`config.mk`:
```
export PLATFORM = sky130hd
export DESIGN_NAME = inp_deglitch
export DESIGN_NICKNAME = d
export VERILOG_FILES = /design/src/rtl/deglitch_pkg.sv /design/src/rtl/deglitch_sync.sv /design/src/rtl/deglitch_strobe.sv /design/src/rtl/deglitch_event.sv /design/src/rtl/inp_deglitch.sv
export SDC_FILE = /design/constraint.sdc
export NUM_CORES = 1
export LEC_CHECK = 0
export CORE_MARGIN = 1.5
export CORE_UTILIZATION = 27
export DETAILED_ROUTE_END_ITERATION = 10
export PLACE_DENSITY = 0.44
export SLEW_MARGIN = 20
export SYNTH_ARGS = -nofsm -noshare
export SYNTH_HDL_FRONTEND = slang
export SYNTH_HIERARCHICAL = 1
export SYNTH_SLANG_ARGS = --single-unit
```
`constraint.sdc`:
```
create_clock -name clk -period 2.3 [get_ports clk]
set_input_delay 0.345 -clock clk [delete_from_list [all_inputs] [get_ports clk]]
set_output_delay 0.345 -clock clk [all_outputs]
set_load 0.05 [all_outputs]
```
`src/rtl/deglitch_pkg.sv`:
```
package deglitch_pkg;

  localparam int CODE_W  = 4;
  localparam int RATIO_W = 2;
  localparam int RUN_W   = 4;
  localparam int PRE_W   = 8;

  // run length needed to accept a new level
  function automatic logic [RUN_W-1:0] run_len(input logic [CODE_W-1:0] code);
    logic [RUN_W-1:0] r;
    case (code)
      4'd0:  r = 4'd1;
      4'd1:  r = 4'd2;
      4'd2:  r = 4'd4;
      4'd3:  r = 4'd8;
      4'd10, 4'd13: r = 4'd5;
      4'd4, 4'd6, 4'd8, 4'd11, 4'd14: r = 4'd6;
      default: r = 4'd8;
    endcase
    return r;
  endfunction

  // dead-time divide as a power of two exponent
  function automatic int unsigned ratio_exp(input logic [RATIO_W-1:0] dtr);
    int unsigned e;
    case (dtr)
      2'b01:   e = 1;
      2'b10:   e = 2;
      default: e = 0;
    endcase
    return e;
  endfunction

  // code divisor of the dead-time tick as a power of two exponent
  function automatic int unsigned code_exp(input logic [CODE_W-1:0] code);
    int unsigned e;
    if (code == 4'd0)       e = 0;
    else if (code <= 4'd5)  e = 1;
    else if (code <= 4'd7)  e = 2;
    else if (code <= 4'd9)  e = 3;
    else if (code <= 4'd12) e = 4;
    else                    e = 5;
    return e;
  endfunction

  function automatic logic uses_fast_clk(input logic [CODE_W-1:0] code);
    return (code >= 4'd1) && (code <= 4'd3);
  endfunction

  // sampling period in clock cycles, minus one
  function automatic logic [PRE_W-1:0] period_m1(input logic [CODE_W-1:0] code,
                                                 input logic [RATIO_W-1:0] dtr);
    int unsigned p;
    if (uses_fast_clk(code)) p = 1;
    else p = 1 << (ratio_exp(dtr) + code_exp(code));
    return PRE_W'(p - 1);
  endfunction

endpackage

```
`src/rtl/deglitch_sync.sv`:
```
module deglitch_sync #(
  parameter int STAGES = 2
) (
  input  logic clk,
  input  logic rst_n,
  input  logic async_i,
  output logic sync_o
);
  logic [STAGES-1:0] chain_q;

  generate
    genvar g;
    for (g = 0; g < STAGES; g++) begin : g_stage
      if (g == 0) begin : g_first
        always_ff @(posedge clk or negedge rst_n)
          if (!rst_n) chain_q[0] <= 1'b0;
          else        chain_q[0] <= async_i;
      end else begin : g_rest
        always_ff @(posedge clk or negedge rst_n)
          if (!rst_n) chain_q[g] <= 1'b0;
          else        chain_q[g] <= chain_q[g-1];
      end
    end
  endgenerate

  assign sync_o = chain_q[STAGES-1];
endmodule

```
`src/rtl/deglitch_strobe.sv`:
```
module deglitch_strobe #(
  parameter int PRE_W = 8
) (
  input  logic             clk,
  input  logic             rst_n,
  input  logic             restart,
  input  logic [PRE_W-1:0] per_m1,
  output logic             strobe
);
  logic [PRE_W-1:0] pre_q;

  always_ff @(posedge clk or negedge rst_n) begin
    if (!rst_n)                          pre_q <= '0;
    else if (restart || pre_q >= per_m1) pre_q <= '0;
    else                                 pre_q <= pre_q + 1'b1;
  end

  assign strobe = (pre_q == per_m1);


  pre_in_range_chk: assert property (@(posedge clk) disable iff (!rst_n)
    !restart |-> (pre_q <= per_m1));


  restart_zero_chk: assert property (@(posedge clk) disable iff (!rst_n)
    restart |=> (pre_q == '0));
endmodule

```
`src/rtl/deglitch_event.sv`:
```
module deglitch_event #(
  parameter int RUN_W = 4
) (
  input  logic             clk,
  input  logic             rst_n,
  input  logic             strobe,
  input  logic             sample,
  input  logic             clear,
  input  logic [RUN_W-1:0] need,
  output logic             level_o,
  output logic             rise_o,
  output logic             fall_o,
  output logic             accept
);
  logic [RUN_W-1:0] run_q;
  logic             level_q, rise_q, fall_q;
  logic             differs;
  logic [RUN_W:0]   run_next;

  assign differs  = (sample != level_q);
  assign run_next = {1'b0, run_q} + 1'b1;
  assign accept   = strobe && !clear && differs && (run_next >= {1'b0, need});

  always_ff @(posedge clk or negedge rst_n) begin
    if (!rst_n) begin
      run_q   <= '0;
      level_q <= 1'b0;
      rise_q  <= 1'b0;
      fall_q  <= 1'b0;
    end else begin
      rise_q <= accept && sample;
      fall_q <= accept && !sample;
      if (clear)             run_q <= '0;
      else if (strobe) begin
        if (!differs)        run_q <= '0;
        else if (accept) begin
          run_q   <= '0;
          level_q <= sample;
        end else             run_q <= run_next[RUN_W-1:0];
      end
    end
  end

  assign level_o = level_q;
  assign rise_o  = rise_q;
  assign fall_o  = fall_q;


  run_below_need_chk: assert property (@(posedge clk) disable iff (!rst_n)
    !clear |-> (run_q < need));


  match_restart_chk: assert property (@(posedge clk) disable iff (!rst_n)
    (strobe && !clear && !differs) |=> (run_q == '0));


  cfg_restart_chk: assert property (@(posedge clk) disable iff (!rst_n)
    clear |=> (run_q == '0));


  level_hold_chk: assert property (@(posedge clk) disable iff (!rst_n)
    !strobe |=> $stable(level_q));


  rise_match_chk: assert property (@(posedge clk) disable iff (!rst_n)
    rise_q |-> (level_q && !$past(level_q)));


  fall_match_chk: assert property (@(posedge clk) disable iff (!rst_n)
    fall_q |-> (!level_q && $past(level_q)));


  edge_excl_chk: assert property (@(posedge clk) disable iff (!rst_n)
    !(rise_q && fall_q));
endmodule

```
`src/rtl/inp_deglitch.sv`:
```
module inp_deglitch
  import deglitch_pkg::*;
#(
  parameter int SYNC_STAGES = 2
) (
  input  logic               clk,
  input  logic               rst_n,
  input  logic               din,
  input  logic [CODE_W-1:0]  flt_code,
  input  logic [RATIO_W-1:0] dt_ratio,
  output logic               level_o,
  output logic               rise_o,
  output logic               fall_o
);
  localparam int CFG_W = CODE_W + RATIO_W;

  logic [CFG_W-1:0] cfg_q;
  logic             cfg_changed;
  logic             sample_w;
  logic             strobe_w;
  logic             accept_w;
  logic [PRE_W-1:0] per_m1_w;
  logic [RUN_W-1:0] need_w;

  always_ff @(posedge clk or negedge rst_n)
    if (!rst_n) cfg_q <= '0;
    else        cfg_q <= {flt_code, dt_ratio};

  assign cfg_changed = ({flt_code, dt_ratio} != cfg_q);
  assign per_m1_w    = period_m1(flt_code, dt_ratio);
  assign need_w      = run_len(flt_code);

  deglitch_sync #(.STAGES(SYNC_STAGES)) u_sync (
    .clk(clk), .rst_n(rst_n), .async_i(din), .sync_o(sample_w)
  );

  deglitch_strobe #(.PRE_W(PRE_W)) u_strobe (
    .clk(clk), .rst_n(rst_n), .restart(cfg_changed),
    .per_m1(per_m1_w), .strobe(strobe_w)
  );

  deglitch_event #(.RUN_W(RUN_W)) u_event (
    .clk(clk), .rst_n(rst_n), .strobe(strobe_w), .sample(sample_w),
    .clear(cfg_changed), .need(need_w),
    .level_o(level_o), .rise_o(rise_o), .fall_o(fall_o), .accept(accept_w)
  );


  fast_strobe_chk: assert property (@(posedge clk) disable iff (!rst_n)
    (uses_fast_clk(flt_code) && !cfg_changed) |-> strobe_w);


  nofilter_accept_chk: assert property (@(posedge clk) disable iff (!rst_n)
    (flt_code == 4'd0 && strobe_w && !cfg_changed && sample_w != level_o) |-> accept_w);
endmodule

```
==> summary.md <==
| Metric | Value |
|---|---|
| Mapped Avg Cell Area | `9.43 sq um` |
| CTS tree | `yes` |
| Max-slew headroom | `between 60% and 70%` |
| VDD IR max | `260 uV` |
| Post-synth EDFFs | `0` |
| Hold WC Path Type | `in -> reg` |
| Mapped Nets | `227` |
| Setup violators final | `15` |
| Pin count of the biggest net entering global routing | `24` |
| Via density | `4.54` |
| Routability Congestion | `around 0.73` |
| Hold Path Origin | `flt_code[1]` |
| Vias in the first global route | `1585` |
| Std cell rows | `29` |
| H-tree depth | `1` |
| Clock latency at the later pin of the worst-skew pair | `around 0.26 ns` |
| Crit Path Class | `in -> reg` |
| Tightest Pin Transition | `0.496 ns` |
| Period utilisation layout | `176%` |
| Most common cell after layout, fill and taps aside | `buf_4` |
| Syn Inst Count | `roughly 200` |
| Max-cap viol count | `0` |
| CP Launch Type | `input port` |
| Clock root buffer master | `clkbuf_8` |
| Die span in y | `85.5 um` |
| Crit path max fanout | `3` |
| Clk pin slew, worst setup/hold paths | `0.07 ns` |
| Pleak | `~0.0012 uW` |
| Status | `complete, but fails checks` |
| Initial antenna violation count | `0` |
| Fin. max-slew vios | `0` |
| CTS Buf Count | `3` |
| Worst path required time | `2.45 ns` |
| Yosys reg bits | `23` |
| Die width | `85.5 um` |
| Longest Clk Path Bufs | `2` |
| CP endpoint kind | `flop` |
| Hold depth | `2` |
| Async SR Flop Fraction | `100%` |
| Antenna-violating nets left | `0` |
| Fmax | `about 250 MHz` |
| Core outline area | `6460 sq um` |
| Synth Warn # | `6` |
| R2r setup slk | `around 0.19 ns` |
| GR Overflow Total | `0` |
| 1st-iter DRT viols | `44` |
| # IOs | `12` |
| Pwr dens | `422 nW/um^2` |
| Share of layout cells above drive strength 1 | `40.7%` |
| Post-CTS Hold Buffers | `0` |
| Min Tclk post-route | `between 4 and 5 ns` |
| Synthesized cell area | `approximately 1800 sq um` |
| CP arrival | `4.19 ns` |
| Avg WL per Cell | `11.9 um` |
| Nets | `281` |
| Final wirelength | `3.88 mm` |
| Tot GR Track Use | `between 10% and 20%` |
| Worst reg2reg path depth | `7` |
| Failing checks | `DRC, setup timing` |
| R2r startpoint | `u_event/run_q[0]$_DFFE_PN0P_` |
| Most frequent cells in the layout | `buf_4 (42), dfrtp_1 (23), ha_1 (17), inv_1 (16), xor2_1 (11)` |
| Via count | `roughly 1.5k` |
| Remaining DRCs | `1` |
| Post-synthesis sequential area ratio | `31.3%` |
| Area grow syn2layout | `38.6%` |
| N_diodes | `0` |
| DP Area | `roughly 2400 sq um` |
| Unrepaired setup endpoints after global routing | `yes` |
| Clock skew | `roughly 0.0036 ns` |
| PortBufs | `11` |
| Design Area, Final | `2550 sq um` |
| Most common flop cell mapped by yosys | `dfrtp_1` |
| Sink Count | `23` |
| Synth unique cells | `55` |
| Crit Reg-Reg Endpoint | `u_event/level_o$_DFFE_PN0P_` |
| Final WS setup | `-1.74 ns` |
| Hold Crit Endpoint | `cfg_q[3]$_DFF_PN0_` |
| Hpwl dp | `~3.1 mm` |
| Pre-CTS WS | `-2.66 ns` |
| Hold Vio Cnt, Final | `0` |
| Area of the die | `7320 sq um` |
| DR pass1 iterations | `7` |
| Initial cell density of the core | `28.5%` |
| First-pass GRT wire length | `7.05 mm` |
| Fin Hold WS | `0.329 ns` |
[worst max path at each step]
| stage | end | cells past startpoint | start | slack (ns) |
|---|---|---|---|---|
| floorplan | u_event/level_o$_DFFE_PN0P_ | 23 | flt_code[3] | -1.99 |
| global placement | u_event/level_o$_DFFE_PN0P_ | 23 | flt_code[3] | -2.61 |
| detailed placement | u_event/level_o$_DFFE_PN0P_ | 24 | flt_code[1] | -2.66 |
| CTS | u_event/level_o$_DFFE_PN0P_ | 24 | flt_code[1] | -1.81 |
| global route | u_event/level_o$_DFFE_PN0P_ | 24 | flt_code[1] | -1.99 |
| finish | u_event/level_o$_DFFE_PN0P_ | 21 | dt_ratio[0] | -1.74 |
[critical path: stages]
cell             delay, ns
clkdlybuf4s50_1       0.41
buf_4                 0.16
nor2b_4               0.14
inv_1                 0.08
fa_2                  0.38
or4b_4                0.51
nand2_4               0.10
nand4b_1              0.10
ha_2                  0.21
inv_2                 0.07
and3_4                0.17
a2bb2oi_2             0.04
o211ai_1              0.17
inv_1                 0.06
ha_1                  0.26
nand4_1               0.11
nor2_2                0.12
and2b_4               0.17
and3_4                0.17
a21bo_4               0.12
mux2_4                0.29
[registers in the layout, summed over array words and instances, names as in the netlist]
| register | cells |
|---|---|
| u_event/run_q | 4 |
| u_strobe/pre_q | 8 |
| u_event/fall_o | 1 |
| u_event/level_o | 1 |
| cfg_q | 6 |
| u_event/rise_o | 1 |
| u_sync/chain_q | 1 |
| u_sync/sync_o | 1 |
[cells in the mapped netlist, types with 2 or more instances]
library cell	count	area (sq um)
a21oi_1	6	30.0
a22o_1	3	26.3
and2_1	2	12.5
and3_1	4	25.0
dfrtp_1	23	576
ha_1	22	275
inv_1	21	78.8
mux2i_1	2	20.0
nand2_1	10	37.5
nand2b_1	6	37.5
nand3_1	10	50.1
nand4_1	2	12.5
nor2_1	15	56.3
nor2b_1	4	25.0
o211ai_1	2	15.0
o21a_1	2	15.0
o21ai_0	7	35.0
o21ai_1	2	10.0
o221ai_1	2	17.5
xnor2_1	5	43.8
xor2_1	11	96.3
[kinds of logic after synthesis]
family	Yosys count	share of synthesized area [%]
XOR/XNOR	16	7.62
buffers and inverters	26	5.58
flip-flops	23	31.3
multiplexers	4	2.52
adder cells (fa/ha/maj)	23	16.1
AND/OR/NAND/NOR	63	18.6
AO/OA/AOI/OAI	40	18.3
[through the flow]
step	utilization, %	power, uW	cells	setup TNS [ns]
floorplan	-	666	195	-25.28
global placement	36.9	821	316	-36.16
detailed placement	36.9	819	316	-36.48
CTS	38.4	1090	325	-24.31
global route	39.5	1160	325	-27.36
finish	39.5	1080	325	-23.60
[report_power, final]
group / internal, uW / switching, uW
clock: 123 / 115
combinational: 220 / 204
sequential: 412 / 3.54
total: 754 / 322
[layer usage]
layer | global-route usage (%) | routed length [um] | vias to the layer above
met3 | 2.02 | 81 | 2
met4 | 1.47 | 10 | 0
met1 | 15.1 | 1930 | 677
met2 | 21.5 | 1860 | 11
li1 | - | - | 785
met5 | 0 | 0 | -
[layout make-up]
class	count	area (sq um)
clock buffers	4	45.0
fillers	653	3910
inverters	22	86.3
multi-input cells	146	1320
flip-flops and latches	23	576
well taps	77	96.3
repair buffers	53	424
[timing repair]
item                       CTS  global route
setup endpoints to repair   15            15
gates resized for setup     26            19
setup buffers                5             2
pin swaps                   11             9
No activity file was read; power rests on OpenSTA's default activity.
